File: src/rtl/nic_irq_status.sv
module nic_irq_status #(
  parameter int CNT_W  = 8,
  parameter int ADDR_W = 3
) (
  input  logic              clk,
  input  logic              rst_n,
  input  logic [ADDR_W-1:0] host_addr,
  input  logic              host_wr,
  input  logic [15:0]       host_wdata,
  output logic [15:0]       host_rdata,
  input  logic              ev_rx_overrun,
  input  logic              ev_tx_stopped,
  input  logic              ev_rx_stopped,
  input  logic              ev_tx_space,
  input  logic              ev_wake_frame,
  input  logic              ev_magic,
  input  logic              ev_link_up,
  input  logic              ev_energy,
  input  logic              ev_energy_late,
  input  logic              frame_rcvd,
  input  logic              frame_freed,
  output logic              irq
);
  localparam logic [15:0] STAT_MASK = 16'h20FF;
  localparam logic [15:0] W1C_MASK  = 16'h200F;
  localparam logic [15:0] EN_MASK   = 16'hA0FF;
  localparam logic [15:0] CTL_MASK  = 16'h0020;
  localparam logic [ADDR_W-1:0] A_STAT = ADDR_W'(0);
  localparam logic [ADDR_W-1:0] A_EN   = ADDR_W'(1);
  localparam logic [ADDR_W-1:0] A_CTL  = ADDR_W'(2);
  localparam logic [ADDR_W-1:0] A_PM   = ADDR_W'(3);
  localparam logic [ADDR_W-1:0] A_FRM  = ADDR_W'(4);
  localparam logic [CNT_W-1:0]  CNT_TOP = '1;

  logic [15:0] stat, en, ctl, set_v, clr_v;
  logic [CNT_W-1:0] cnt, cnt_n, thr, snap;
  logic cond_q;

  wire wr_stat = host_wr && (host_addr == A_STAT);
  wire wr_en   = host_wr && (host_addr == A_EN);
  wire wr_ctl  = host_wr && (host_addr == A_CTL);
  wire wr_pm   = host_wr && (host_addr == A_PM);
  wire wr_frm  = host_wr && (host_addr == A_FRM);

  always_comb begin
    cnt_n = cnt;
    if (frame_rcvd && !frame_freed && cnt != CNT_TOP) cnt_n = cnt + 1'b1;
    else if (!frame_rcvd && frame_freed && cnt != '0) cnt_n = cnt - 1'b1;
  end

  wire cond_n = ctl[5] && (cnt_n > thr);
  wire rx_set = ctl[5] ? (cond_n && !cond_q) : frame_rcvd;
  wire nrg_set = en[7] && (en[15] ? ev_energy_late : ev_energy);
  wire [3:0] pm_code = host_wdata[3:0];

  assign set_v = {2'b00, rx_set, 5'b00000, nrg_set, ev_link_up, ev_magic, ev_wake_frame,
                  ev_tx_space, ev_rx_stopped, ev_tx_stopped, ev_rx_overrun};
  assign clr_v = (wr_stat ? (host_wdata & W1C_MASK) : 16'h0000)
               | (wr_pm ? {8'h00, pm_code == 4'b0001, pm_code == 4'b0010,
                           pm_code == 4'b0100, pm_code == 4'b1000, 4'h0} : 16'h0000);

  always_ff @(posedge clk) begin
    if (!rst_n) begin
      stat   <= '0;
      en     <= '0;
      ctl    <= '0;
      cnt    <= '0;
      thr    <= '0;
      snap   <= '0;
      cond_q <= 1'b0;
    end else begin
      stat   <= (stat & ~clr_v) | set_v;
      cnt    <= cnt_n;
      cond_q <= cond_n;
      if (wr_en)  en  <= host_wdata & EN_MASK;
      if (wr_ctl) ctl <= host_wdata & CTL_MASK;
      if (wr_frm) thr <= host_wdata[CNT_W-1:0];
      if (rx_set) snap <= cnt_n;
    end
  end

  assign irq = |(stat & en & STAT_MASK);

  always_comb begin
    case (host_addr)
      A_STAT:  host_rdata = stat;
      A_EN:    host_rdata = en;
      A_CTL:   host_rdata = ctl;
      A_FRM:   host_rdata = (16'(snap) << 8) | 16'(thr);
      default: host_rdata = 16'h0000;
    endcase
  end

  AST_EVENT_WINS: assert property (@(posedge clk) disable iff (!rst_n)
    ev_rx_overrun |=> stat[0]);
  AST_W1C_CLEARS: assert property (@(posedge clk) disable iff (!rst_n)
    (wr_stat && host_wdata[1] && !ev_tx_stopped) |=> !stat[1]);
  AST_WAKE_HOLDS: assert property (@(posedge clk) disable iff (!rst_n)
    (stat[5] && !wr_pm) |=> stat[5]);
  AST_CNT_CEIL: assert property (@(posedge clk) disable iff (!rst_n)
    (cnt == CNT_TOP && frame_rcvd) |=> cnt == CNT_TOP);
  AST_CNT_FLOOR: assert property (@(posedge clk) disable iff (!rst_n)
    (cnt == '0 && frame_freed) |=> cnt == '0);
  AST_SNAP_TRACKS: assert property (@(posedge clk) disable iff (!rst_n)
    rx_set |=> (stat[13] && snap == cnt));
endmodule

File: config.mk
export PLATFORM = sky130hd
export DESIGN_NAME = nic_irq_status
export DESIGN_NICKNAME = d
export VERILOG_FILES = /design/src/rtl/nic_irq_status.sv
export SDC_FILE = /design/constraint.sdc
export NUM_CORES = 1
export LEC_CHECK = 0
export ABC_AREA = 1
export CAP_MARGIN = 5
export CELL_PAD_IN_SITES_DETAIL_PLACEMENT = 0
export CELL_PAD_IN_SITES_GLOBAL_PLACEMENT = 2
export CORE_UTILIZATION = 30
export CTS_CLUSTER_DIAMETER = 50
export DETAILED_ROUTE_END_ITERATION = 7
export PLACE_DENSITY_LB_ADDON = 0.08
export SLEW_MARGIN = 20
export SYNTH_ARGS = -nofsm -noshare
export SYNTH_HDL_FRONTEND = slang
export SYNTH_SLANG_ARGS = --single-unit
File: constraint.sdc
create_clock -name clk -period 7.8 [get_ports clk]
set_input_delay 0.78 -clock clk [delete_from_list [all_inputs] [get_ports clk]]
set_output_delay 0.78 -clock clk [all_outputs]
set_load 0.005 [all_outputs]
=== Word-level counts from Yosys, hierarchy flattened ===
Index checks and enable logic that the tools add are counted.

* Output and inout bits: 17
* Input bits: 33
* Bits in registers: 52
* Latch bits: 0
* Memories kept: 0
* Memory bits (writable): 0
* Bits in read-only memories: 0

* Bitwise logic cells: 6
* Equality and inequality tests: 9
* Reduce and logical (&&, ||, !) cells: 18
* Multiplexer cells: 7
* Add/subtract/negate cells: 2
* Multipliers: 0
* Shifts and indexed selects: 0
* Div/mod/pow operators: 0
* $lt $le $gt $ge: 1

{| class="wikitable"
|+ Operators with widths
! cell !! number
|-
| $pmux 16 s4 || 1
|-
| $mux 8 || 3
|-
| $and 16x16->16 || 1
|-
| $not 14->16 || 1
|-
| $or 16x14->16 || 1
|-
| $or 16x8->16 || 1
|-
| $and 14x14->14 || 1
|-
| $mux 14 || 1
|-
| $or 14x8->14 || 1
|-
| $logic_and 1x1->1 || 12
|-
| $reduce_or 9->1 || 1
|-
| $add 8x1->8 const B || 1
|-
| $gt 8x8->1 || 1
|-
| $ne 8x8->1 const B || 1
|-
| $reduce_bool 8->1 || 1
|-
| $sub 8x1->8 const B || 1
|-
| $eq 3x2->1 const B || 2
|-
| $eq 4x1->1 const B || 1
|-
| $eq 4x2->1 const B || 1
|-
| $eq 4x3->1 const B || 1
|-
| $eq 4x4->1 const B || 1
|-
| $eq 3x1->1 const B || 1
|-
| $eq 3x3->1 const B || 1
|-
| $logic_not 1->1 || 3
|-
| 2 further kinds || 3
|}

=== Longest topological paths before layout ===
* Word-level depth: 10
* Mapped depth: 24
* Gate-level depth less buffers: 24

=== Least setup slack after synthesis ===
OpenSTA, ideal clock, no wires.

* Path kind: input -> register
* From: in frame_rcvd
* To: reg snap[7]
* Cell stages on the path: 19
* Required time: 7690 ps
* Data arrival time: 2588 ps
* Path slack: 5102 ps
* Library setup time: 110 ps
* Path through: inv_1 > nor2_1 > nand2_4 > nand2_2 > nand2_1 > inv_2 > nand2_2 > nand2_2 > nand2_2 > ha_1 > nand2_1 > nor2_1 > nand2_1 > nand2_1 > nand3_1 > nand2_2 > inv_1 > nor2_2 > nor2_2

* Word-level cells in the longest chain between the ends: 9
* Elaborated cells between the ends (all ways): 11
* Those cells by class: order compare: 1; mux: 3; reduce/logical: 7

{| class="wikitable"
|+ RTL lines
! element !! RTL line !! RTL
|-
| from (decl) || 20 || <nowiki>input logic frame_rcvd,</nowiki>
|-
| $logic_not 1->1 || 48 || <nowiki>else if (!frame_rcvd && frame_freed && cnt != '0) cnt_n = cnt - 1'b1;</nowiki>
|-
| $logic_and 1x1->1 (2 in a row) || 48 ||
|-
| $mux 8 || 48 ||
|-
| $mux 8 (*) || 47 || <nowiki>if (frame_rcvd && !frame_freed && cnt != CNT_TOP) cnt_n = cnt + 1'b1;</nowiki>
|-
| net cnt_n[7] || 36 || <nowiki>logic [CNT_W-1:0] cnt, cnt_n, thr, snap;</nowiki>
|-
| $gt 8x8->1 || 51 || <nowiki>wire cond_n = ctl[5] && (cnt_n > thr);</nowiki>
|-
| $logic_and 1x1->1 || 51 ||
|-
| $logic_and 1x1->1 || 52 || <nowiki>wire rx_set = ctl[5] ? (cond_n && !cond_q) : frame_rcvd;</nowiki>
|-
| $mux 1 || 52 ||
|-
| to (signal assigned) || 78 || <nowiki>if (rx_set) snap <= cnt_n;</nowiki>
|-
| to (decl) || 36 ||
|}

Mark *: on every way through the listed nets, which the timed path passes. The rest lies on a longest branch.
A chain may end at the register's enable or synchronous reset.

=== Worst setup path in the final report ===
* From: in host_addr[0]
* To: out host_rdata[4]

* Word-level cells in the longest chain between the ends: 2
* Elaborated cells between the ends (all ways): 5
* Those cells by class: eq/ne: 3; mux: 1; reduce/logical: 1

{| class="wikitable"
|+ RTL lines
! element !! RTL line !! RTL
|-
| from (decl) || 7 || <nowiki>input logic [ADDR_W-1:0] host_addr,</nowiki>
|-
| $eq 3x3->1, or another cell as far along || 85 || <nowiki>case (host_addr)</nowiki>
|-
| $pmux 16 s4 (*) || 85 ||
|-
| to (decl) || 10 || <nowiki>output logic [15:0] host_rdata,</nowiki>
|}

Every way passes the cells marked *; elsewhere a longest branch is shown, timed or not.

==> impl_metrics.env <==
export IMPL_status="complete, no violations"
export IMPL_max_cap_viol_count=0
export IMPL_ctsHoldBuffers=0
export IMPL_synth_nets=441
export IMPL_cp_required_ps=7020
export IMPL_placed_cells=536
export IMPL_area_growth_pct=22.9
export IMPL_worst_slew_pin_slew_ps=632
export IMPL_die_h_um=95.9
export IMPL_drtAntennaViolNets=0
export IMPL_layout_cells_non_filler=544
export IMPL_grt_max_degree=29
export IMPL_drc=0
export IMPL_reg2reg_depth=19
export IMPL_ys_ff_latch=45
export IMPL_drt_total_wl_um=7310
export IMPL_ir_drop_mv=0.0559
export IMPL_r2r_end="snap[7]"
export IMPL_endpoint_kind="output pin"
export IMPL_grt_setup_unrepaired="no"
export IMPL_clk_pin_slew_ps=90
export IMPL_timing_final_hold_violations=0
export IMPL_hp_start="en[13]"
export IMPL_worst_r2r_startpoint="cnt[0]"
export IMPL_finalCritPeriodShare_pct=48.0
export IMPL_setup_viol=0
export IMPL_final_cell_mix="nand2_1, inv_1, dfxtp_1"
export IMPL_hpwlAfterDp_um=5650
export IMPL_cts_sinks=45
export IMPL_p_per_area_nw_per_um2=175
export IMPL_num_fill_cells=915
export IMPL_cpMostUsedCell="clkdlybuf4s50_1"
export IMPL_postSynthAreaPerCell_um2=6.66
export IMPL_min_period_ps=3740
export IMPL_fin_skew_ps=5.08
export IMPL_drt_iter0_drc=43
export IMPL_crit_fanout=9
export IMPL_die_area_um2=9190
export IMPL_grt_usage_pct=17.4
export IMPL_reg2reg_slack_ps=4620
export IMPL_slew_violations=0
export IMPL_drtPass1Iterations=4
export IMPL_cts_root_buf="clkbuf_8"
export IMPL_crit_path_cell_trace="clkdlybuf4s50_1 > inv_1 > nor3_1 > clkinv_1 > o221ai_1 > clkdlybuf4s50_1"
export IMPL_synth_cell_type_count=30
export IMPL_grt_pass1_wl_um=11900
export IMPL_antenna_found_initial=0
export IMPL_ys_warn_count=0
export IMPL_finalSetupTns_ps=0
export IMPL_n_antenna_cell=0
export IMPL_worstSetupPathType="in2out"
export IMPL_hold_path_class="reg2reg"
export IMPL_grt_overflow=0
export IMPL_fp_dieW_um=95.9
export IMPL_place_congestion=0.854
export IMPL_clk_latency_ps=300
export IMPL_wl_per_cell_um=13.4
export IMPL_syn_inst=397
export IMPL_final_common_cell="nand2_1"
export IMPL_fmax_mhz=267
export IMPL_syn_area_um2=2640
export IMPL_cts_tree="built"
export IMPL_io_pins=50
export IMPL_vias_per_cell=4.63
export IMPL_post_cts_resized=0
export IMPL_holdPathEnd="en[13]"
export IMPL_yosysSeqAreaShare_pct=34.1
export IMPL_final_net_count=482
export IMPL_layout_drive_gt1_share_pct=7.06
export IMPL_cts_buffers=5
export IMPL_start_kind="input pin"
export IMPL_slowest_delay_ps=560
export IMPL_power_uw=570
export IMPL_num_rows=33
export IMPL_initial_core_util_pct=31.5
export IMPL_core_um2=8380
export IMPL_final_util_pct=38.7
export IMPL_hold_depth=2
export IMPL_cp_data_arrival_time_ps=2960
export IMPL_post_cts_setup_buffer_count=0
export IMPL_p_leak_nw=1.45
export IMPL_clk_path_buf_depth=2
export IMPL_timing_hold_ws_ps=476
export IMPL_htree_levels=2
export IMPL_portBuffers=43
export IMPL_slew_headroom_pct=57.8
export IMPL_grt_pass1_vias=2429
export IMPL_route_vias_total=2520
export IMPL_cp_slowest_cell="clkdlybuf4s50_1"
-- metal layers --
metal | up-vias | global-route usage (%) | part of all wire (%)
li1 | 1345 | - | -
met3 | 10 | 4.19 | 3.5
met5 | - | 0 | 0
met4 | 0 | 4.85 | 1.4
met2 | 54 | 30.6 | 48
met1 | 1111 | 21.0 | 47
-- registers in the layout (all words and copies together), names as in the netlist --
register / cells
snap: 8
stat: 9
thr: 8
cnt: 8
en: 10
cond_q: 1
ctl: 1
-- cells in the mapped netlist (all sizes together) --
master	n	area [um^2]
a21oi	32	160
clkbuf	6	22.5
inv	71	269
nand3	20	100
o41ai	2	17.5
a221oi	2	17.5
dfxtp	45	901
nand2	102	425
ha	11	138
a21o	1	7.51
o221ai	8	70.1
a22o	2	17.5
o21ai	25	125
buf	4	26.3
o31ai	2	15.0
nand4	5	31.3
nor2	45	196
o2111ai	1	8.76
nor3	4	20.0
xor2	6	60.1
clkinv	2	7.51
o22ai	1	6.26
-- cells by family after synthesis --
| kind of cell | count (synthesis) | synth area share (%) |
|---|---|---|
| AND/OR/NAND/NOR | 176 | 29.3 |
| adder cells (fa/ha/maj) | 11 | 5.21 |
| XOR/XNOR | 6 | 2.27 |
| flip-flops | 45 | 34.1 |
| AO/OA/AOI/OAI | 76 | 16.9 |
| buffers and inverters | 83 | 12.3 |
-- layout make-up --
class                           count  area, um^2  area share (%)
Timing Repair Buffer               44         438            13.5
Tap cell                          105         131            4.05
Inverter                           73         277            8.52
Clock buffer                        7        76.3            2.35
Multi-Input combinational cell    269        1420            43.6
Clock inverter                      1        7.51           0.231
Sequential cell                    45         901            27.7
-- report_power, final --
group	total (mW)	internal (mW)	switching, mW
logic	0.162	0.0646	0.0970
clock network	0.148	0.0636	0.0848
registers	0.259	0.246	0.0132
-- critical path: cells and delay by family --
family                 cells  cell delay [ps]
and+or+nand+nor            1              360
AOI/OAI and AO/OA          1              290
buffers and inverters      4             1540
-- through the flow --
stage / cell area (um^2) / setup WS [ps]
2_1_floorplan: 2640 / 5100
3_3_place_gp: 3160 / 3980
3_5_place_dp: 3160 / 4040
4_1_cts: 3250 / 4030
5_1_grt: 3250 / 3890
6_report: 3250 / 4060
-- worst max path at each step --
| stage | slack (ps) | from | to | depth (start not counted) |
|---|---|---|---|---|
| after floorplan | 5100 | frame_rcvd | snap[7] | 19 |
| after global placement | 3980 | host_addr[0] | host_rdata[4] | 6 |
| after detailed placement | 4040 | frame_rcvd | snap[7] | 17 |
| after CTS | 4030 | host_addr[0] | host_rdata[0] | 6 |
| after global routing | 3890 | host_addr[0] | host_rdata[4] | 6 |
| final | 4060 | host_addr[0] | host_rdata[4] | 6 |
No activity file was read; power rests on OpenSTA's default activity.
